===== config.mk =====
export PLATFORM = sky130hd
export DESIGN_NAME = ref_step_absorber
export DESIGN_NICKNAME = d
export VERILOG_FILES = /design/src/rtl/ref_abs_pkg.sv /design/src/rtl/ref_abs_mux.sv /design/src/rtl/ref_abs_delay.sv /design/src/rtl/ref_abs_meter.sv /design/src/rtl/ref_abs_ctrl.sv /design/src/rtl/ref_step_absorber.sv
export SDC_FILE = /design/constraint.sdc
export NUM_CORES = 1
export LEC_CHECK = 0
export ABC_AREA = 0
export BUFFER_PORTS_ARGS = -buffer_cell sky130_fd_sc_hd__buf_4
export CORE_UTILIZATION = 46
export CTS_BUF_LIST = sky130_fd_sc_hd__clkbuf_8
export DETAILED_ROUTE_END_ITERATION = 7
export GPL_TIMING_DRIVEN = 0
export PLACE_DENSITY = 0.75
export SLEW_MARGIN = 0
export SYNTH_ARGS = -nofsm -noshare
export SYNTH_HDL_FRONTEND = slang
export SYNTH_SLANG_ARGS = --single-unit

===== constraint.sdc =====
create_clock -name clk -period 2.31 [get_ports clk]
set_input_delay 0.231 -clock clk [delete_from_list [all_inputs] [get_ports clk]]
set_output_delay 0.231 -clock clk [all_outputs]
set_load 0.02 [all_outputs]

===== src/rtl/ref_abs_pkg.sv =====
// Shared types for the reference-switch phase step absorber.
package ref_abs_pkg;
    // Controller state; the encoding is visible on ctrl_state.
    typedef enum logic [1:0] {
        ST_NORMAL = 2'd0,
        ST_WAIT   = 2'd1,
        ST_MEAS   = 2'd2,
        ST_LOAD   = 2'd3
    } abs_state_t;
endpackage


===== src/rtl/ref_abs_mux.sv =====
// Chooses the active reference pulse stream.
// Assumes both inputs are single-cycle pulses in the clk domain.
module ref_abs_mux (
    input  logic sel,
    input  logic ref_a,
    input  logic ref_b,
    output logic sel_ref
);
    // Pass only the chosen input.
    always_comb sel_ref = sel ? ref_b : ref_a;
endmodule


===== src/rtl/ref_abs_delay.sv =====
// Per-edge countdown delay: a trigger in cycle c emits one out pulse in
// cycle c+1+dly. Assumes triggers are spaced wider than the delay; a new
// trigger restarts the countdown.
module ref_abs_delay #(
    parameter int DLY_W = 12
) (
    input  logic             clk,
    input  logic             rst_n,
    input  logic             trig,
    input  logic [DLY_W-1:0] dly,
    output logic             out_pulse
);
    logic [DLY_W-1:0] cnt;
    logic             busy;

    // Load on trigger, count down, fire when zero is reached.
    always_ff @(posedge clk) begin
        if (!rst_n) begin
            cnt       <= '0;
            busy      <= 1'b0;
            out_pulse <= 1'b0;
        end else begin
            out_pulse <= 1'b0;
            if (trig) begin
                if (dly == '0) begin
                    out_pulse <= 1'b1;
                    busy      <= 1'b0;
                end else begin
                    cnt  <= dly - 1'b1;
                    busy <= 1'b1;
                end
            end else if (busy) begin
                if (cnt == '0) begin
                    out_pulse <= 1'b1;
                    busy      <= 1'b0;
                end else begin
                    cnt <= cnt - 1'b1;
                end
            end
        end
    end
endmodule


===== src/rtl/ref_abs_meter.sv =====
// Counts cycles from a reference edge to the next feedback edge.
// The count reads 0 in the cycle after start; hit flags feedback while
// active; expired flags the last allowed cycle without feedback.
module ref_abs_meter #(
    parameter int TMO_CYC = 2000,
    localparam int MEAS_W = $clog2(TMO_CYC)
) (
    input  logic              clk,
    input  logic              rst_n,
    input  logic              start,
    input  logic              active,
    input  logic              fb,
    output logic              hit,
    output logic              expired,
    output logic [MEAS_W-1:0] count
);
    // Restart on start, advance while measuring.
    always_ff @(posedge clk) begin
        if (!rst_n)                      count <= '0;
        else if (start)                  count <= '0;
        else if (active && !hit && !expired) count <= count + 1'b1;
    end

    // Completion flags.
    always_comb begin
        hit     = active && fb;
        expired = active && !fb && (count == MEAS_W'(TMO_CYC - 1));
    end
endmodule


===== src/rtl/ref_abs_ctrl.sv =====
// Switch controller: detects a selection change, runs the wait/measure/
// load sequence and holds the delay register. Assumes TMO_CYC <= 2**DLY_W.
module ref_abs_ctrl
    import ref_abs_pkg::*;
#(
    parameter int DLY_W  = 12,
    parameter int MEAS_W = 11
) (
    input  logic              clk,
    input  logic              rst_n,
    input  logic              enable,
    input  logic              clear,
    input  logic              sel,
    input  logic              sel_ref,
    input  logic              hit,
    input  logic              expired,
    input  logic [MEAS_W-1:0] count,
    output abs_state_t        state,
    output logic              meter_start,
    output logic [DLY_W-1:0]  dly
);
    logic             sel_q;
    logic             switch_req;
    logic [DLY_W-1:0] cap;

    // Selection change and measurement start.
    always_comb begin
        switch_req  = enable && (sel != sel_q);
        meter_start = (state == ST_WAIT) && sel_ref && !switch_req;
    end

    // Sequence state, captured offset and delay register.
    always_ff @(posedge clk) begin
        if (!rst_n) begin
            state <= ST_NORMAL;
            sel_q <= 1'b0;
            dly   <= '0;
            cap   <= '0;
        end else begin
            sel_q <= sel;
            if (!enable) begin
                state <= ST_NORMAL;
                dly   <= '0;
            end else begin
                if (clear)                 dly <= '0;
                else if (state == ST_LOAD) dly <= cap;
                if (hit) cap <= DLY_W'(count);
                if (switch_req) begin
                    state <= ST_WAIT;
                end else begin
                    case (state)
                        ST_WAIT:  if (sel_ref) state <= ST_MEAS;
                        ST_MEAS:  if (hit) state <= ST_LOAD;
                                  else if (expired) state <= ST_NORMAL;
                        ST_LOAD:  state <= ST_NORMAL;
                        default:  state <= ST_NORMAL;
                    endcase
                end
            end
        end
    end
endmodule


===== src/rtl/ref_step_absorber.sv =====
// Top: selected reference -> programmable delay -> virtual reference,
// with a controller that re-measures the delay on every reference switch.
// Assumes all pulse inputs are synchronous single-cycle pulses.
module ref_step_absorber
    import ref_abs_pkg::*;
#(
    parameter int DLY_W   = 12,
    parameter int TMO_CYC = 2000
) (
    input  logic             clk,
    input  logic             rst_n,
    input  logic             enable,
    input  logic             clear,
    input  logic             sel,
    input  logic             ref_a,
    input  logic             ref_b,
    input  logic             fb_pulse,
    output logic             vref,
    output logic             freerun,
    output logic [1:0]       ctrl_state,
    output logic [DLY_W-1:0] delay_val
);
    localparam int MEAS_W = $clog2(TMO_CYC);

    logic              sel_ref;
    logic              hit;
    logic              expired;
    logic              meter_start;
    logic [MEAS_W-1:0] count;
    abs_state_t        state;

    ref_abs_mux u_mux (
        .sel(sel), .ref_a(ref_a), .ref_b(ref_b), .sel_ref(sel_ref)
    );

    ref_abs_delay #(.DLY_W(DLY_W)) u_delay (
        .clk(clk), .rst_n(rst_n), .trig(sel_ref), .dly(delay_val),
        .out_pulse(vref)
    );

    ref_abs_meter #(.TMO_CYC(TMO_CYC)) u_meter (
        .clk(clk), .rst_n(rst_n), .start(meter_start),
        .active(state == ST_MEAS), .fb(fb_pulse),
        .hit(hit), .expired(expired), .count(count)
    );

    ref_abs_ctrl #(.DLY_W(DLY_W), .MEAS_W(MEAS_W)) u_ctrl (
        .clk(clk), .rst_n(rst_n), .enable(enable), .clear(clear),
        .sel(sel), .sel_ref(sel_ref), .hit(hit), .expired(expired),
        .count(count), .state(state), .meter_start(meter_start),
        .dly(delay_val)
    );

    // Status and mode outputs.
    always_comb begin
        ctrl_state = state;
        freerun    = (state != ST_NORMAL);
    end
endmodule


==> implementation parameters <==
Parameter                              Value

Global routing
  Total gr overflow    0
  Pin count of the biggest net entering global routing    18
  Global-route usage over all layers    21.99%
  Number of global-route vias before repair    roughly 2300
  Antenna violations before repair    0
  First-pass GRT wire length    10500 um

Timing
  Number of setup violations in the final report    0
  Fmax achieved    452.6 MHz
  Period utilization    95.65%
  Tmin final    about 2.2 ns
  Worst-case clock skew    0.004212 ns
  Relative slew slack    approximately a third
  Worst Tran Pin Value    0.9726 ns
  Final Hold Violating Endpoints    0
  Setup tns final    0 ns
  Setup repair after global routing missed its margin    false
  Final slew viol count    0

Logic synthesis
  Top cell type by total area after synthesis    sky130_fd_sc_hd__dfxtp_1
  Average size of a mapped cell    8.121 um2
  Synth top cells by count    sky130_fd_sc_hd__dfxtp_1 (50), sky130_fd_sc_hd__nand2_1 (41), sky130_fd_sc_hd__nor2_1 (41)
  Cell with the most instances after synthesis    sky130_fd_sc_hd__dfxtp_1
  Count of flip-flops with a built-in enable after synthesis    0
  Fraction of synthesis flops using an asynchronous set or reset pin    0%
  Top FF cell, synth    sky130_fd_sc_hd__dfxtp_1
  Cells taking the most area after synthesis    sky130_fd_sc_hd__dfxtp_1 (38%), sky130_fd_sc_hd__nand2_1 (5.9%), sky130_fd_sc_hd__nor2_1 (5.9%), sky130_fd_sc_hd__mux2i_1 (5.7%), sky130_fd_sc_hd__a21oi_1 (4.4%)
  Warnings, synthesis    0
  Syn nets    roughly 340
  Number of different library cells in the post-synthesis netlist    56
  Number of storage elements in the synthesis netlist    50
  Portion of synthesized cell area occupied by the leading cell type    38.28%
  Summed instance area of the synthesized netlist    2615 um2
  Sequential fraction of the synthesis area    a little under two fifths
  Synthesized instance count    approximately 320

Worst setup path
  Startpoint of the most critical register-to-register path    u_delay.cnt[0]$_SDFFE_PN0P_
  Required time at the worst-slack endpoint    2.49 ns
  Reg-to-reg slack, setup    0.13 ns
  Worst reg2reg path endpoint    u_delay.cnt[2]$_SDFFE_PN0P_
  Worst Reg2Reg Path Length in Cells    6
  Critical path endpoint category    flip-flop
  Critical path capture point    u_delay.cnt[4]$_SDFFE_PN0P_
  Crit path launch    sel
  Startpoint type of the worst setup path    input port
  Type of the setup path with the least slack    in2reg
  Data arrival, critical path    2.38 ns
  Highest fanout seen on the critical path    10

Cells and area
  Number of diodes    0
  Number of cells in the finished layout apart from fillers    424
  Synthesis-to-finish area growth    14.83%
  Final core utilization    54.53%
  Total Nets Final    365
  Final design instance area without fill    ~3000 um2
  Count of fill cells added during filler insertion    506
  Fraction of layout instances using a drive strength above 1    between 10 and 15%

Clock network
  Clock Sink Count    50
  Maximum root-to-sink buffer count    2
  Clock edge transition at the registers on the reported setup and hold paths    0.10 ns
  CTS H-tree lvls    2
  Insertion delay of the later-clocked pin in the worst-skew pair    0.31 ns
  Root buf cell    sky130_fd_sc_hd__clkbuf_8
  Quantity of hold-fixing buffers added after cts    0
  CTS buffer count    5
  TritonCTS clock tree    done

Placement
  Port Buf Inserts    22
  Placed Cells incl. Taps    approximately 420
  Half-perimeter wire length after detailed placement    between 4000 and 5000 um
  Final Wtd Congestion    0.9246
  Placed inst area    2870 um2

Drt
  Drt via density    5.771
  Antenna-violating nets left    0
  Count of routing violations after the opening detailed-route iteration    332
  DR vias    around 2400
  # DRC    0
  Final routed wire length divided by cell count    around 15 um
  Initial DRT Pass Iterations    6
  Detailed Route WL    6250 um

Power and ir drop
  Pleak    0.001098 uW
  Power density relative to cell area    636.5 nW/um2
  Total power    around 1900 uW
  Worst VDD drop    0.0003212 V

Floorplan
  Horizontal die dimension    77.40 um
  Num rows    27
  Chip Height    77.40 um
  Die ar.    5990 um2
  Core region area    between 5000 and 6000 um2
  Ports    24
  Initial Utilization    47.49%

Status
  Status    finished clean

Hold path
  Critical hold path startpoint    clear
  Class of the tightest hold or removal check    in2reg

Job
  Max-cap violations    0
## critical path, cell delays in order
cell and delay (ns):
sky130_fd_sc_hd__buf_4 0.13, sky130_fd_sc_hd__mux2_2 0.28, sky130_fd_sc_hd__buf_2 0.25, sky130_fd_sc_hd__buf_2 0.28, sky130_fd_sc_hd__mux2i_1 0.27, sky130_fd_sc_hd__ha_1 0.27
sky130_fd_sc_hd__clkbuf_2 0.27, sky130_fd_sc_hd__a21boi_0 0.13, sky130_fd_sc_hd__o21ai_0 0.18, sky130_fd_sc_hd__a31oi_1 0.10
## kinds of logic after synthesis
family	Yosys count	share of synthesized area, %
AND/OR/NAND/NOR	139	25.60
AO/OA/AOI/OAI	68	17.18
flip-flops	50	38.28
buffers and inverters	28	4.784
multiplexers	19	7.464
XOR/XNOR	11	3.685
adder cells (fa/ha/maj)	6	2.871
other	1	0.1434
## registers in the layout (all words and copies together), names as in the netlist
name	cells
u_ctrl.cap	11
u_ctrl.dly	11
u_ctrl.sel_q	1
u_ctrl.state	2
u_delay.busy	1
u_delay.cnt	12
u_delay.out_pulse	1
u_meter.count	11
## report_power, final
| group | switching [uW] | total [uW] | leakage (uW) | internal (uW) |
|---|---|---|---|---|
| clock | 318 | 649 | 0.0000591 | 331 |
| combinational | 201 | 334 | 0.000633 | 133 |
| sequential | 37.5 | 928 | 0.000405 | 891 |
## layout by cell type (no fill, tap or decap), types with 4 or more instances in the layout
cell	count
sky130_fd_sc_hd__a21oi_1	23
sky130_fd_sc_hd__a31oi_1	10
sky130_fd_sc_hd__and3_1	5
sky130_fd_sc_hd__buf_4	23
sky130_fd_sc_hd__clkbuf_1	8
sky130_fd_sc_hd__clkbuf_8	5
sky130_fd_sc_hd__dfxtp_1	50
sky130_fd_sc_hd__ha_1	6
sky130_fd_sc_hd__inv_1	11
sky130_fd_sc_hd__mux2_2	4
sky130_fd_sc_hd__mux2i_1	15
sky130_fd_sc_hd__nand2_1	41
sky130_fd_sc_hd__nand3_1	11
sky130_fd_sc_hd__nand4_1	6
sky130_fd_sc_hd__nor2_1	41
sky130_fd_sc_hd__nor3_1	9
sky130_fd_sc_hd__nor4_1	4
sky130_fd_sc_hd__o21ai_0	10
sky130_fd_sc_hd__xor2_1	8
## per-layer routing
metal | vias up | GRT usage (%) | wire (um)
li1 | 1208 | - | -
met1 | 1114 | 26.39 | 2735
met2 | 105 | 36.81 | 2937
met3 | 20 | 4.824 | 366
met4 | 0 | 11.13 | 210
met5 | - | 0 | 0
## stage by stage
step           hold slack [ns]  worst slack [ns]
6_report                0.1656            0.1005
5_1_grt                 0.1623          0.003862
4_1_cts                 0.1549          0.004524
3_5_place_dp            0.4269           -0.5260
3_3_place_gp            0.4203           -0.4770
2_1_floorplan           0.3527            0.1513
## worst min path at each step
stage	endpoint	slack (ns)	cells after the start
floorplan	u_ctrl.sel_q$_SDFF_PN0_	0.35	1
global placement	u_delay.cnt[11]$_SDFFE_PN0P_	0.42	2
detailed placement	u_delay.cnt[11]$_SDFFE_PN0P_	0.43	2
CTS	u_ctrl.dly[10]$_SDFFE_PP0N_	0.15	3
global route	u_ctrl.dly[10]$_SDFFE_PP0N_	0.16	3
finish	u_ctrl.dly[10]$_SDFFE_PP0N_	0.17	3
## layout make-up
cell class | count | area, um2 | share of cell area (%)
Inverter | 11 | 41.29 | 1.375
Sequential cell | 50 | 1001 | 33.33
Timing Repair Buffer | 22 | 165.2 | 5.500
Clock inverter | 3 | 47.55 | 1.583
Tap cell | 72 | 90.09 | 3.000
Multi-Input combinational cell | 244 | 1501 | 50.00
Buffer | 17 | 87.58 | 2.917
Clock buffer | 5 | 68.82 | 2.292
## timing repair
item | CTS | global route
endpoints found under the setup margin | 3 | 9
buffers inserted | 0 | 0
resized for setup | 2 | 4
Power figures use the tool's default switching activity.
